===== config.mk =====
export PLATFORM = sky130hd
export DESIGN_NAME = prom_burn_seq
export DESIGN_NICKNAME = d
export VERILOG_FILES = /design/src/rtl/prom_burn_seq.sv
export SDC_FILE = /design/constraint.sdc
export NUM_CORES = 1
export LEC_CHECK = 0
export ABC_CLOCK_PERIOD_IN_PS = 3110
export CORE_AREA = 2 2 109 111
export CTS_BUF_LIST = sky130_fd_sc_hd__clkbuf_2 sky130_fd_sc_hd__clkbuf_4 sky130_fd_sc_hd__clkbuf_8
export DETAILED_ROUTE_END_ITERATION = 12
export DIE_AREA = 0 0 111 113
export PLACE_DENSITY = 0.66
export REMOVE_ABC_BUFFERS = 1
export SYNTH_ARGS = -nofsm -noshare
export SYNTH_HDL_FRONTEND = slang
export SYNTH_SLANG_ARGS = --single-unit

===== constraint.sdc =====
create_clock -name clk -period 3.11 [get_ports clk]
set_input_delay 0.4665 -clock clk [delete_from_list [all_inputs] [get_ports clk]]
set_output_delay 0.4665 -clock clk [all_outputs]
set_load 0.02 [all_outputs]

===== src/rtl/prom_burn_seq.sv =====
module prom_burn_seq #(
  parameter int AW            = 12,
  parameter int DW            = 8,
  parameter int SETTLE_CYC    = 400,
  parameter int PULSE_CYC     = 10_000_000,
  parameter int PULSE_MAX_CYC = 11_000_000
) (
  input  logic          clk,
  input  logic          rst_n,
  input  logic          start,
  input  logic [AW-1:0] lo_addr,
  input  logic [AW-1:0] hi_addr,
  input  logic [DW-1:0] src_data,
  output logic          src_rd,
  output logic [AW-1:0] mem_addr,
  output logic [DW-1:0] mem_dout,
  input  logic [DW-1:0] mem_din,
  output logic          mem_drive,
  output logic          mem_ce_n,
  output logic          mem_oe_n,
  output logic          mem_vpp_on,
  output logic          mem_vcc_on,
  output logic          busy,
  output logic          loc_valid,
  output logic          loc_pass,
  output logic          err_erase,
  output logic          err_verify,
  output logic [AW-1:0] fail_addr,
  output logic          done
);

  localparam int CMAX = (SETTLE_CYC > PULSE_MAX_CYC) ? SETTLE_CYC : PULSE_MAX_CYC;
  localparam int CW   = $clog2(CMAX + 1);
  localparam logic [CW-1:0] SETL = CW'(SETTLE_CYC - 1);
  localparam logic [CW-1:0] PUL  = CW'(PULSE_CYC - 1);
  localparam logic [CW:0]   PMAX = (CW+1)'(PULSE_MAX_CYC);

  typedef enum logic [3:0] {
    S_IDLE, S_PWRUP, S_FETCH, S_PRE, S_RAMP, S_PULSE, S_FALL, S_VER, S_NEXT, S_PWRDN
  } st_t;

  st_t           st;
  logic [CW-1:0] cnt;
  logic [AW-1:0] addr, last;
  logic [DW-1:0] wdat;
  logic          tick, any_fail;

  assign tick       = (cnt == '0);
  assign any_fail   = err_erase | err_verify;
  assign busy       = (st != S_IDLE);
  assign mem_vcc_on = busy;
  assign mem_vpp_on = (st == S_RAMP) || (st == S_PULSE);
  assign mem_drive  = mem_vpp_on;
  assign mem_ce_n   = !((st == S_PRE) || (st == S_PULSE) || (st == S_VER));
  assign mem_oe_n   = !((st == S_PRE) || (st == S_VER));
  assign src_rd     = (st == S_FETCH);
  assign mem_addr   = addr;
  assign mem_dout   = wdat;

  always_ff @(posedge clk or negedge rst_n) begin
    if (!rst_n) begin
      st <= S_IDLE;  cnt <= '0;  addr <= '0;  last <= '0;  wdat <= '0;
      done <= 1'b0;  err_erase <= 1'b0;  err_verify <= 1'b0;  fail_addr <= '0;
      loc_valid <= 1'b0;  loc_pass <= 1'b0;
    end else begin
      loc_valid <= 1'b0;
      if (!tick) cnt <= cnt - 1'b1;
      case (st)
        S_IDLE: if (start) begin
          addr <= lo_addr;  last <= hi_addr;  done <= 1'b0;
          err_erase <= 1'b0;  err_verify <= 1'b0;  fail_addr <= '0;
          st <= S_PWRUP;  cnt <= SETL;
        end
        S_PWRUP: if (tick) st <= S_FETCH;
        S_FETCH: begin
          wdat <= src_data;  st <= S_PRE;  cnt <= SETL;
        end
        S_PRE: if (tick) begin
          if (|(~mem_din & wdat)) begin
            err_erase <= 1'b1;  loc_valid <= 1'b1;  loc_pass <= 1'b0;
            if (!any_fail) fail_addr <= addr;
            st <= S_NEXT;
          end else begin
            st <= S_RAMP;  cnt <= SETL;
          end
        end
        S_RAMP:  if (tick) begin st <= S_PULSE; cnt <= PUL;  end
        S_PULSE: if (tick) begin st <= S_FALL;  cnt <= SETL; end
        S_FALL:  if (tick) begin st <= S_VER;   cnt <= SETL; end
        S_VER: if (tick) begin
          loc_valid <= 1'b1;
          loc_pass  <= (mem_din == wdat);
          if (mem_din != wdat) begin
            err_verify <= 1'b1;
            if (!any_fail) fail_addr <= addr;
          end
          st <= S_NEXT;
        end
        S_NEXT: if (addr >= last) begin
          st <= S_PWRDN;  cnt <= SETL;
        end else begin
          addr <= addr + 1'b1;  st <= S_FETCH;
        end
        S_PWRDN: if (tick) begin st <= S_IDLE; done <= 1'b1; end
        default: st <= S_IDLE;
      endcase
    end
  end

  logic [CW:0] pw;
  always_ff @(posedge clk or negedge rst_n)
    if (!rst_n) pw <= '0;
    else        pw <= (mem_vpp_on && !mem_ce_n) ? pw + 1'b1 : '0;

  a_r4_pulse_limit: assert property (@(posedge clk) disable iff (!rst_n)
    pw <= PMAX);
  a_r5_supply_order: assert property (@(posedge clk) disable iff (!rst_n)
    mem_vpp_on |-> mem_vcc_on);
  a_r6_supply_before_pulse: assert property (@(posedge clk) disable iff (!rst_n)
    ($fell(mem_ce_n) && mem_vpp_on) |-> $past(mem_vpp_on));
  a_r11_bus_safe: assert property (@(posedge clk) disable iff (!rst_n)
    !mem_oe_n |-> (!mem_drive && !mem_vpp_on));
  a_r9_done_idle: assert property (@(posedge clk) disable iff (!rst_n)
    done |-> !busy);
  a_r8_verify_sticky: assert property (@(posedge clk) disable iff (!rst_n)
    (busy && err_verify) |=> err_verify);

endmodule


Yosys cells after proc, flatten, opt, wreduce, memory -nomap -nowiden
Index checks and enable logic that the tools add are counted.
{ "op_classes": {"n_mux": 46, "eq_ne": 22, "addsub": 2, "bitwise": 3, "order_cmp": 1, "reduce_logical": 25} }
{ "ops": {"columns": ["cell", "n"], "rows": [
  ["two-way mux 24 bit", 7],
  ["one-hot mux 24 bit (6 select lines)", 1],
  ["two-way mux 12 bit", 8],
  ["two-way mux 4 bit", 10],
  ["one-hot mux 4 bit (10 select lines)", 1],
  ["one-hot mux 12 bit (3 select lines)", 1],
  ["logical NOT 24 bit", 1],
  ["one-hot mux 12 bit (2 select lines)", 1],
  ["subtractor 24 x 1 -> 24 bit, second input constant", 1],
  ["inequality test 2 bit, second input constant", 9],
  ["equality test 4 x 3 -> 1 bit, second input constant", 4],
  ["adder 12 x 1 -> 12 bit, second input constant", 1],
  [">= comparator 12 bit", 1],
  ["two-way mux 1 bit", 12],
  ["AND reduction 4 bit", 3],
  ["one-hot mux 1 bit (2 select lines)", 5],
  ["nonzero test 2 bit", 5],
  ["AND 8 bit", 1],
  ["equality test 4 x 2 -> 1 bit, second input constant", 2],
  ["equality test 4 bit, second input constant", 2],
  ["equality test 8 bit", 1],
  ["inequality test 8 bit", 1],
  ["NOT 8 bit", 1],
  ["AND reduction 8 bit", 1],
  ["other kinds (13)", 19]
]} }
{ "totals": {"reg_bits": 77, "word_cells": 110, "output_inout_bits": 44, "in_bits": 43} }

Logic depth before layout (Yosys ltp)
{ "depth": {"depth_word": 6, "depth_mapped": 11, "ltp_nobuf": 11} }

Least setup slack after synthesis
No wires, ideal clock.
{ "synth_timing": {"path_type": "register -> register", "from": "reg cnt[19]", "to": "reg cnt[0]", "setup_time_ns": 0.134, "required_time_ns": 2.976, "arrival_time_ns": 2.174, "slack_ns": 0.802, "period_less_slack_ns": 2.308, "path_stages_with_launch": 8, "n_path_buf": 0, "path_cell_list": "dfrtp_1 -> or4_4 -> or2_4 -> nor3_4 -> inv_4 -> ha_1 -> o32ai_1 -> a31oi_1"} }
{ "synth_via": {"elab_chain_cells": 5, "word_cells_on_any_way": 9, "cone_classes": "mux (8); reduce/logical (1)"} }
{ "synth_rtl": {"columns": ["element", "line", "rtl"], "rows": [
  ["start: declaration", "43", "logic [CW-1:0] cnt;"],
  ["start signal: assignment", "67", "if (!tick) cnt <= cnt - 1'b1;"],
  ["logical NOT 24 bit *", "48", "assign tick = (cnt == '0);"],
  ["two-way mux 24 bit", "67", null],
  ["two-way mux 24 bit", "79", "if (|(~mem_din & wdat)) begin"],
  ["two-way mux 24 bit", "78", "S_PRE: if (tick) begin"],
  ["one-hot mux 24 bit (6 select lines) *", "68", "case (st)"]
]} }
Every way passes the cells marked *; elsewhere a longest branch is shown, timed or not.
A chain may end at the register's enable or synchronous reset.

Final worst setup path
{ "layout_timing": {"from": "reg st[1]", "to": "out src_rd"} }
{ "layout_via": {"elab_chain_cells": 1} }
{ "layout_rtl": {"columns": ["element", "line", "rtl"], "rows": [
  ["start: declaration", "42", "st_t st;"],
  ["start signal: assignment", "62", "st <= S_IDLE; cnt <= '0; addr <= '0; last <= '0; wdat <= '0;"],
  ["start signal: assignment", "72", "st <= S_PWRUP; cnt <= SETL;"],
  ["start signal: assignment", "74", "S_PWRUP: if (tick) st <= S_FETCH;"],
  ["equality test 4 x 2 -> 1 bit", "56", "assign src_rd = (st == S_FETCH);"],
  ["end: declaration", "14", "output logic src_rd,"]
]} }
Every way passes these cells.

==> results.yml <==
drt:
  remaining_drc_errors: 0
  first_pass_iters: 5
  wire_per_inst_um: 16.2
  wl_met1_um: 5540
  vias: 3990
  wl_met3_um: 708
  viasPerCell: 5.47
  wirelength_um: 11800
  wl_met2_um: 5380
  drtIter0Drc: 275
  detail-route-antenna-nets: 0
  highest_layer: "met4"
sta:
  fin_worst_skew_ns: 0.0161
  maxSlewHeadroom_pct: 34.9
  fmax_mhz: 351
  setup_tns_ns: 0
  finalMaxSlewViolations: 0
  rsz0062_at_grt: "no"
  fin_crit_ns: 2.85
  finalHoldViolCount: 0
  tightest_slew_ns: 0.977
  fin_crit_sh_pct: 91.7
  setup_violations: 0
global_route:
  grt_pass1_wl_um: 19600
  grt_overflow: 0
  grt_pass1_vias: 3879
  antenna_found_initial: 0
  track_usage_pct: 19.3
  grt_max_degree: 78
pwr:
  ir_drop_uv: 250
  pwr-share-clk_pct: 26.2
  p_leak_nw: 2.45
  powerDensity_nw_per_um2: 547
  intPower_mw: 1.99
  p_seq_share_pct: 44.0
  combPwrFrac_pct: 29.7
  p_sw_mw: 1.11
  switching_share_pct: 35.8
setup_path:
  arrival_ns: 2.39
  required_ns: 2.64
  path_class: "reg2out"
  cpLargestDelayFamily: "buffers and inverters"
  cp_cell_sequence: "nand2b_1 > or3_1 > clkinv_1 > clkdlybuf4s50_1"
  start_kind: "flip-flop"
  crit_buf_inv: 2
  slowest_stage: "clkdlybuf4s50_1"
  critPathMaxStageDelay_ns: 0.65
  critPathMaxFanout: 14
  worstSetupEndpointType: "output port"
place:
  placed_cells: 714
  gp_congestion: 0.897
  port_buffers: 86
  dp_hpwl_um: 8650
cells_and_area:
  area_growth_syn_to_layout_pct: 27.7
  register_area_sq_um: 1930
  drive_above_1_share_pct: 7.67
  diodes: 0
  fin_nets: 648
  multi_input_area_sq_um: 2290
  fillCellCount: 1048
  layout.cells.non_filler: 730
synth:
  synth_commonest_cells: "dfrtp_1, nand2_1, nor2_1"
  synth.top_cell.area_share_pct: 43.5
  async_reset_ff_share_pct: 100
  synthCells: 498
  seq_area_frac_synth_pct: 43.5
  syn_area_per_cell_sq_um: 8.89
  synth_edf_count: 0
  synth_top_cell_by_area: "dfrtp_1"
  synth_seq_cells: 77
  yosys.cell_types.count: 61
  synthTopCellsByArea: "dfrtp_1, ha_1, nand2_1"
  yosysMostFrequentCell: "dfrtp_1"
  synthFlopType: "dfrtp_1"
  netlist_area_sq_um: 4430
  ys_warn_count: 0
cts:
  path_clk_slew_ns: 0.09
  cts.htree.levels: 3
  ctsHoldBuffers: 0
  cts_resized: 0
  clock_latency_ns: 0.37
  cts_buffers: 9
  cts_sinks: 77
  cts_tree: "built"
  clock_path_buffers: 2
  cts_setup_buffers: 0
  root_buffer: "clkbuf_8"
die:
  num_io_pins: 87
  die_y_um: 113
  rows: 39
  core_sq_um: 11300
  start_util_pct: 39.3
  dieArea_sq_um: 12500
  die_x_um: 111
run_status:
  status: "completed"
job:
  maxCapViolCount: 0
hold_path:
  holdCritPathClass: "in2async"
-- placed cells by master (no fill, tap or decap), types with 2 or more instances in the layout --
cell type	n
a211o_1	3
a211oi_1	8
a21o_1	3
a21oi_1	31
a22o_1	13
a22oi_1	3
a311oi_1	4
a31oi_1	13
and2_1	3
and3_1	5
buf_4	14
clkbuf_8	10
clkdlybuf4s50_1	85
clkinvlp_4	3
dfrtp_1	77
ha_1	23
inv_1	23
inv_6	2
mux2i_1	2
nand2_1	70
nand2b_1	5
nand3_1	9
nand3b_1	4
nand4_1	4
nor2_1	41
nor2b_1	6
nor3_1	19
nor3_4	2
nor3b_1	2
nor4_1	5
o211ai_1	3
o21ai_0	30
o21ai_1	2
o22a_1	6
o22ai_1	4
o2bb2a_1	2
or2_2	5
or3_1	5
xnor2_1	5
xor2_1	11
-- path summary, 6_finish.rpt --
kind	start	cells after the start	to	slack (ns)
setup / recovery	st[1]	4	src_rd	0.26
hold / removal	rst_n	1	mem_dout[0]	0.26
setup reg to reg	cnt[10]	7	cnt[12]	0.46
hold reg to reg	done	2	done	0.49
max in group asynchronous	rst_n	1	cnt[9]	2.21
min in group clk	done	2	done	0.49
-- cell type report --
type                            instances  area share, %
Clock buffer                           10           2.43
Clock inverter                          6           1.24
Inverter                               25           1.70
Multi-Input combinational cell        370           40.5
Sequential cell                        77           34.1
Tap cell                              143           3.16
Timing Repair Buffer                   99           16.9
-- per-layer routing --
metal  GRT usage, %  vias up
met5              0        -
met4           8.50        0
met3           3.00       13
met2           30.0      137
met1           26.9     1894
li1               -     1946
-- cells by family after synthesis --
kind of cell	Yosys count	synth area share, %
xor gates and xnor gates	16	3.16
muxes	3	0.706
AOI/OAI and AO/OA	132	19.4
adders and majority gates	23	6.50
and+or+nand+nor	196	21.9
buffers and inverters	51	4.80
DFF	77	43.5
-- sequential cells by signal (all words and copies together), names as in the netlist --
register	count
last	12
mem_addr	12
loc_pass	1
fail_addr	12
st	4
loc_valid	1
done	1
err_erase	1
err_verify	1
cnt	24
mem_dout	8
-- power by group through the flow --
stage / Combinational [mW] / Clock (mW) / Sequential [mW]
floorplan: 0.602 / 0 / 1.34
global placement: 0.890 / 0 / 1.37
detailed placement: 0.918 / 0 / 1.37
CTS: 0.921 / 0.825 / 1.36
global route: 1.04 / 0.870 / 1.39
finish: 0.920 / 0.811 / 1.36
-- stage by stage --
stage	setup slack, ns	utilization [%]	instance area [sq um]	hold slack, ns	total power, mW
floorplan	0.625	-	4310	0.171	1.95
global placement	0.527	48.3	5450	0.468	2.26
detailed placement	0.401	48.3	5450	0.478	2.29
CTS	0.265	50.2	5660	0.301	3.10
global route	0.132	50.2	5660	0.344	3.29
finish	0.258	50.2	5660	0.258	3.09
Note: power is estimated with default switching activity, not from simulation.
